===== config.mk =====
export PLATFORM = sky130hd
export DESIGN_NAME = dual_image_txbuf
export DESIGN_NICKNAME = d
export VERILOG_FILES = /design/src/rtl/txbuf_pkg.sv /design/src/rtl/txbuf_lookup.sv /design/src/rtl/txbuf_alloc.sv /design/src/rtl/dual_image_txbuf.sv
export SDC_FILE = /design/constraint.sdc
export NUM_CORES = 1
export LEC_CHECK = 0
export BUFFER_PORTS_ARGS = -buffer_cell sky130_fd_sc_hd__buf_2
export CAP_MARGIN = 20
export CORE_ASPECT_RATIO = 0.8
export CORE_MARGIN = 10
export CORE_UTILIZATION = 60
export CTS_BUF_LIST = sky130_fd_sc_hd__clkbuf_4
export CTS_CLUSTER_DIAMETER = 200
export DETAILED_ROUTE_END_ITERATION = 7
export GPL_TIMING_DRIVEN = 0
export PLACE_DENSITY = 0.8
export SLEW_MARGIN = 20
export SYNTH_ARGS = -nofsm -noshare
export SYNTH_HDL_FRONTEND = slang
export SYNTH_SLANG_ARGS = --single-unit

===== constraint.sdc =====
create_clock -name clk -period 6.6 [get_ports clk]
set_input_delay 1.65 -clock clk [delete_from_list [all_inputs] [get_ports clk]]
set_output_delay 1.65 -clock clk [all_outputs]
set_load 0.05 [all_outputs]

===== src/rtl/txbuf_pkg.sv =====
package txbuf_pkg;

  // Entry states: free, clean (holds a committed value), and two transactional states
  typedef enum logic [1:0] {
    LN_FREE  = 2'd0,
    LN_CLEAN = 2'd1,
    LN_TX_RD = 2'd2,
    LN_TX_WR = 2'd3
  } line_st_t;

  function automatic logic is_tx(line_st_t s);
    return (s == LN_TX_RD) || (s == LN_TX_WR);
  endfunction

  // A written line is disturbed by any snoop; a read-only line only by exclusive ones
  function automatic logic snoop_conflicts(line_st_t s, logic excl);
    return (s == LN_TX_WR) || ((s == LN_TX_RD) && excl);
  endfunction

  // Index of the lowest set bit; 0 when none is set
  function automatic int first_one(logic [31:0] v);
    int idx;
    idx = 0;
    for (int k = 31; k >= 0; k--) begin
      if (v[k]) idx = k;
    end
    return idx;
  endfunction

endpackage


===== src/rtl/txbuf_lookup.sv =====
module txbuf_lookup #(
  parameter int N  = 4,
  parameter int AW = 8
) (
  input  logic [N-1:0][AW-1:0] tags,
  input  logic [N-1:0]         live,
  input  logic [AW-1:0]        addr,
  output logic [N-1:0]         match
);
  for (genvar i = 0; i < N; i++) begin : g_cmp
    assign match[i] = live[i] && (tags[i] == addr);
  end
endmodule


===== src/rtl/txbuf_alloc.sv =====
module txbuf_alloc
  import txbuf_pkg::*;
#(
  parameter int N  = 4,
  localparam int IW = (N > 1) ? $clog2(N) : 1
) (
  input  logic [N-1:0]  free_vec,
  input  logic [N-1:0]  clean_vec,
  output logic [IW-1:0] grant_idx,
  output logic          grant_ok
);
  logic [N-1:0] pool;

  // Free entries are preferred; otherwise a clean line is sacrificed
  assign pool      = (|free_vec) ? free_vec : clean_vec;
  assign grant_ok  = |pool;
  assign grant_idx = IW'(first_one(32'(pool)));
endmodule


===== src/rtl/dual_image_txbuf.sv =====
module dual_image_txbuf
  import txbuf_pkg::*;
#(
  parameter int N  = 4,
  parameter int AW = 8,
  parameter int DW = 16
) (
  input  logic          clk,
  input  logic          rst_n,
  input  logic          req_valid,
  input  logic          req_write,
  input  logic [AW-1:0] req_addr,
  input  logic [DW-1:0] req_wdata,
  input  logic [DW-1:0] req_fill,
  input  logic          snp_valid,
  input  logic          snp_excl,
  input  logic [AW-1:0] snp_addr,
  input  logic          cmd_commit,
  input  logic          cmd_abort,
  output logic          acc_done,
  output logic          acc_ok,
  output logic [DW-1:0] acc_rdata,
  output logic          snp_nack,
  output logic          cmd_done,
  output logic          cmd_ok,
  output logic          tx_doomed
);
  localparam int IW = (N > 1) ? $clog2(N) : 1;

  line_st_t                st_q [N];
  logic [N-1:0][AW-1:0]    tag_q;
  logic [DW-1:0]           old_q [N];
  logic [DW-1:0]           new_q [N];
  logic [N-1:0]            sel_new_q;
  logic                    doomed_q;

  logic [N-1:0] live_vec, free_vec, clean_vec, tx_vec;
  logic [N-1:0] hit_vec, snp_hit_vec, conflict_vec, kill_vec;

  always_comb begin
    for (int i = 0; i < N; i++) begin
      live_vec[i]     = (st_q[i] != LN_FREE);
      free_vec[i]     = (st_q[i] == LN_FREE);
      clean_vec[i]    = (st_q[i] == LN_CLEAN);
      tx_vec[i]       = is_tx(st_q[i]);
      conflict_vec[i] = snp_hit_vec[i] && snoop_conflicts(st_q[i], snp_excl);
      kill_vec[i]     = snp_valid && snp_excl && snp_hit_vec[i] && clean_vec[i];
    end
  end

  txbuf_lookup #(.N(N), .AW(AW)) u_req_lookup (
    .tags(tag_q), .live(live_vec), .addr(req_addr), .match(hit_vec));

  txbuf_lookup #(.N(N), .AW(AW)) u_snp_lookup (
    .tags(tag_q), .live(live_vec), .addr(snp_addr), .match(snp_hit_vec));

  logic [IW-1:0] alloc_idx;
  logic          alloc_ok;

  txbuf_alloc #(.N(N)) u_alloc (
    .free_vec(free_vec), .clean_vec(clean_vec),
    .grant_idx(alloc_idx), .grant_ok(alloc_ok));

  // Named internal events
  logic          hit, tgt_is_tx, tgt_was_wr;
  logic [IW-1:0] hit_idx, tgt_idx;
  logic [DW-1:0] base_val;
  logic          ev_nack, acc_go, ev_overflow, ev_access, ev_commit, ev_discard;

  assign hit         = |hit_vec;
  assign hit_idx     = IW'(first_one(32'(hit_vec)));
  assign ev_nack     = snp_valid && (|conflict_vec);
  assign acc_go      = req_valid && !doomed_q && !snp_valid && !cmd_commit && !cmd_abort;
  assign ev_overflow = acc_go && !hit && !alloc_ok;
  assign ev_access   = acc_go && (hit || alloc_ok);
  assign tgt_idx     = hit ? hit_idx : alloc_idx;
  assign tgt_is_tx   = hit && is_tx(st_q[hit_idx]);
  assign tgt_was_wr  = hit && (st_q[hit_idx] == LN_TX_WR);
  assign ev_commit   = cmd_commit && !cmd_abort && !doomed_q && !ev_nack;
  assign ev_discard  = cmd_abort || ev_nack || ev_overflow || (cmd_commit && doomed_q);

  always_comb begin
    if (!hit)           base_val = req_fill;
    else if (tgt_is_tx) base_val = new_q[hit_idx];
    else                base_val = sel_new_q[hit_idx] ? new_q[hit_idx] : old_q[hit_idx];
  end

  // Entry storage: commit/abort only flip state and the image selector
  always_ff @(posedge clk) begin
    for (int i = 0; i < N; i++) begin
      if (!rst_n) begin
        st_q[i]      <= LN_FREE;
        tag_q[i]     <= '0;
        old_q[i]     <= '0;
        new_q[i]     <= '0;
        sel_new_q[i] <= 1'b0;
      end else if (ev_commit && tx_vec[i]) begin
        st_q[i]      <= LN_CLEAN;
        sel_new_q[i] <= 1'b1;
      end else if (ev_discard && tx_vec[i]) begin
        st_q[i]      <= LN_CLEAN;
        sel_new_q[i] <= 1'b0;
      end else if (kill_vec[i]) begin
        st_q[i]      <= LN_FREE;
      end else if (ev_access && (tgt_idx == IW'(i))) begin
        if (!tgt_is_tx) begin
          tag_q[i] <= req_addr;
          old_q[i] <= base_val;
        end
        new_q[i] <= req_write ? req_wdata : base_val;
        st_q[i]  <= (req_write || tgt_was_wr) ? LN_TX_WR : LN_TX_RD;
      end
    end
  end

  always_ff @(posedge clk) begin
    if (!rst_n) begin
      doomed_q  <= 1'b0;
      acc_done  <= 1'b0;
      acc_ok    <= 1'b0;
      acc_rdata <= '0;
      snp_nack  <= 1'b0;
      cmd_done  <= 1'b0;
      cmd_ok    <= 1'b0;
    end else begin
      if (cmd_commit || cmd_abort)     doomed_q <= 1'b0;
      else if (ev_nack || ev_overflow) doomed_q <= 1'b1;
      acc_done  <= req_valid;
      acc_ok    <= ev_access;
      acc_rdata <= ev_access ? (req_write ? req_wdata : base_val) : '0;
      snp_nack  <= ev_nack;
      cmd_done  <= cmd_commit || cmd_abort;
      cmd_ok    <= cmd_abort || ev_commit;
    end
  end

  assign tx_doomed = doomed_q;

  // ---------------- assertions ----------------
  p_unique_line_r2: assert property (@(posedge clk) disable iff (!rst_n)
    $onehot0(hit_vec));

  p_commit_ends_tx_r4: assert property (@(posedge clk) disable iff (!rst_n)
    ev_commit |=> (tx_vec == '0) && cmd_done && cmd_ok);

  p_discard_ends_tx_r5: assert property (@(posedge clk) disable iff (!rst_n)
    ev_discard |=> (tx_vec == '0));

  p_nack_dooms_r7: assert property (@(posedge clk) disable iff (!rst_n)
    (ev_nack && !cmd_commit && !cmd_abort) |=> snp_nack && tx_doomed);

  p_doomed_refuses_r7: assert property (@(posedge clk) disable iff (!rst_n)
    (tx_doomed && req_valid) |=> acc_done && !acc_ok);

  p_doomed_commit_fails_r7: assert property (@(posedge clk) disable iff (!rst_n)
    (tx_doomed && cmd_commit && !cmd_abort) |=> cmd_done && !cmd_ok && !tx_doomed);

  p_overflow_aborts_r9: assert property (@(posedge clk) disable iff (!rst_n)
    ev_overflow |=> tx_doomed && acc_done && !acc_ok);

  p_collision_refused_r10: assert property (@(posedge clk) disable iff (!rst_n)
    (req_valid && (snp_valid || cmd_commit || cmd_abort)) |=> acc_done && !acc_ok);

  p_resp_pulse_r11: assert property (@(posedge clk) disable iff (!rst_n)
    !req_valid |=> !acc_done);

endmodule


==> flow_summary.toml <==
[floorplanning]
row_count = 41
coreArea_um2 = 15800
die_height_um = 134
die_area_um2 = 21600
start_util_pct = 61.3
die_x_um = 162
pin_count = 78

[timing]
worst_slew_pin_slew_ns = 1.07
fmax_mhz = 203
min_period_ns = 4.92
hold_viol_final = 0
slew_headroom_pct = 28.6
clock_skew_ns = 0.0330
tns_ns = 0
fin_crit_sh_pct = 74.5
rsz0062_at_grt = "false"
final-setup-viol-count = 0
setup_ws_ns = 1.68
slew_viol_final = 0

[route]
ant_nets = 0
wire_per_inst_um = 21.2
route.detailed.drc = 0
drt_wl_total_um = 27300
drt_iter0_markers = 1166
via_per_inst = 6.19
firstDrtPassIters = 5
vias = 7937

[synth]
ys_ff_latch = 194
yosys_warnings = 0
synth-async-reset-ratio_pct = 0
synth_fp_nets = 1030
synth_cells = 974
avgSynthCellArea_um2 = 9.94
synthFlopType = "edfxtp_1"
synth-edff-count = 136
ys_types = 65
seq_area_frac_synth_pct = 54.2
syn_area_um2 = 9680

[critical_path]
cp.arrival_ns = 5.12
worstReg2RegEnd = "old_q[1][9]"
crit_required_ns = 6.80
worst-r2r-setup-slack_ns = 2.52
r2r.worst_path.cells = 7
cp_max_fo = 16
path_class = "in2reg"
cp-start-kind = "primary input"
r2r-start = "tag_q[29]"
end_kind = "flip-flop"

[placement]
port_buffers = 61
place.gp.congestion = 0.925
dpl.hpwl_um = 19700
pre_cts_ws_ns = 1.25

[power_and_ir_drop]
powerDensity_nw_per_um2 = 213
ir_worst_vdd_mv = 0.165
finalPower_w = 0.00226
power_leakage_nw = 4.09

[global_routing]
grt_pass1_wl_um = 41800
grt_max_degree = 19
antenna_found_initial = 1
grt_pass1_vias = 7593
grtUsageTotal_pct = 24.9
grt.overflow.total = 0

[flow_run]
cap_violations = 0

[clock_network]
postCtsSetupRepairBufs = 0
cts_tree = "built"
cts_buffer_depth = 2
clock-sinks = 194
cts_root_buffer = "clkbuf_4"
cts_resized = 0
cts_hold_buf = 0
clk_latency_ns = 0.62
h-tree-depth = 4
path_clk_slew_ns = 0.17
cts_buffers = 17

[cells_and_area]
nNetsFinal = 1110
drive_gt1_share_pct = 15.7
fill_cells = 1279
layout_common_cells = "nor2_1, edfxtp_1, nand2_1"
area_delta_synth_final_pct = 9.15
final_common_cell = "nor2_1"

[run_status]
outcome = "completed"

[min_path]
worstHoldStart = "tx_doomed"
whs_path_depth = 2
hold_class = "reg2reg"
hold_end = "tx_doomed"
[how the worst max path moves through the flow]
stage / slack, ns / cells after the start / from / to
after global placement: 1.10 / 9 / req_addr[6] / old_q[3][5]
after global routing: 1.45 / 8 / req_addr[5] / old_q[1][9]
after detailed placement: 1.25 / 8 / req_addr[5] / old_q[1][9]
final: 1.68 / 8 / req_addr[5] / old_q[1][9]
after floorplan: 2.29 / 10 / req_addr[4] / old_q[0][0]
after CTS: 1.84 / 8 / req_addr[5] / old_q[1][9]
[routing by layer]
layer | vias up | track usage, % | routed length, um
met5 | - | 0 | 0
met4 | 0 | 7.27 | 476
met3 | 43 | 6.80 | 3700
met2 | 538 | 36.0 | 11700
met1 | 3731 | 35.7 | 11300
li1 | 3625 | - | -
[report_power, final]
group,switching [W],internal [W],total (W)
sequential,0.0000171,0.00134,0.00136
combinational,0.000156,0.0000712,0.000227
clock,0.000434,0.000236,0.000671
total,0.000607,0.00165,0.00226
[flip-flops by register name (all words and copies together) (netlist names)]
signal     count
cmd_ok         1
acc_done       1
old_q         64
sel_new_q      4
cmd_done       1
snp_nack       1
acc_ok         1
st_q           8
tag_q         32
acc_rdata     16
new_q         64
tx_doomed      1
[metrics by stage]
stage | hold WS, ns | utilization (%) | cells | area, um2
after CTS | 0.496 | 66.9 | 1282 | 10600
after floorplan | 0.461 | - | 974 | 9680
final | 0.496 | 66.9 | 1283 | 10600
after detailed placement | 0.476 | 65.0 | 1250 | 10300
after global placement | 0.470 | 64.9 | 1250 | 10300
after global routing | 0.523 | 66.9 | 1283 | 10600
[cells in the mapped netlist, types with 3 or more instances]
cell type / n / area share, %
a21oi_1: 42 / 2.2
a22o_1: 26 / 2.4
a2bb2oi_1: 14 / 1.3
a31oi_1: 4 / 0.26
a32o_1: 8 / 0.83
and2_1: 36 / 2.3
and3_1: 6 / 0.39
buf_2: 22 / 1.1
buf_4: 4 / 0.31
clkbuf_1: 32 / 1.2
clkinv_1: 4 / 0.16
dfxtp_1: 58 / 12
edfxtp_1: 136 / 42
inv_1: 12 / 0.47
mux2i_1: 11 / 1.1
nand2_1: 101 / 3.9
nand2b_1: 3 / 0.19
nand3_1: 40 / 2.1
nand3b_1: 3 / 0.23
nand4_1: 9 / 0.58
nor2_1: 150 / 5.8
nor2_2: 4 / 0.26
nor3_1: 65 / 3.4
nor4_2: 4 / 0.52
o21a_1: 4 / 0.31
o21ai_0: 24 / 1.2
o21ai_1: 4 / 0.21
o22ai_1: 6 / 0.39
o31a_1: 8 / 0.72
o31ai_1: 3 / 0.23
o31ai_2: 5 / 0.65
or2_2: 14 / 0.90
or3_1: 4 / 0.26
or4_1: 5 / 0.39
xnor2_1: 35 / 3.2
xor2_1: 29 / 2.6
[critical path: stages]
cell and delay, ns:
buf_2 0.17, xor2_1 0.19, nor4_2 0.56, nand3b_2 0.36, a211oi_4 0.51, nor3_2 0.13
a31oi_1 0.87, inv_1 0.66
[layout make-up]
type / count / area, um2 / area share, %
Antenna cell: 1 / 2.50 / 0.0237
Clock inverter: 15 / 169 / 1.60
Sequential cell: 194 / 5250 / 49.6
Clock buffer: 17 / 128 / 1.21
Timing Repair Buffer: 61 / 305 / 2.89
Tap cell: 215 / 269 / 2.55
Buffer: 62 / 290 / 2.75
Inverter: 18 / 67.6 / 0.639
Multi-Input combinational cell: 700 / 4090 / 38.7
[kinds of logic after synthesis]
family,Yosys count,share of synthesized area [%]
simple gates,457,22.3
flops,194,54.2
compound gates,168,12.9
buf+inv,80,3.70
xor+xnor,64,5.79
mux,11,1.14
Power figures use the tool's default switching activity.
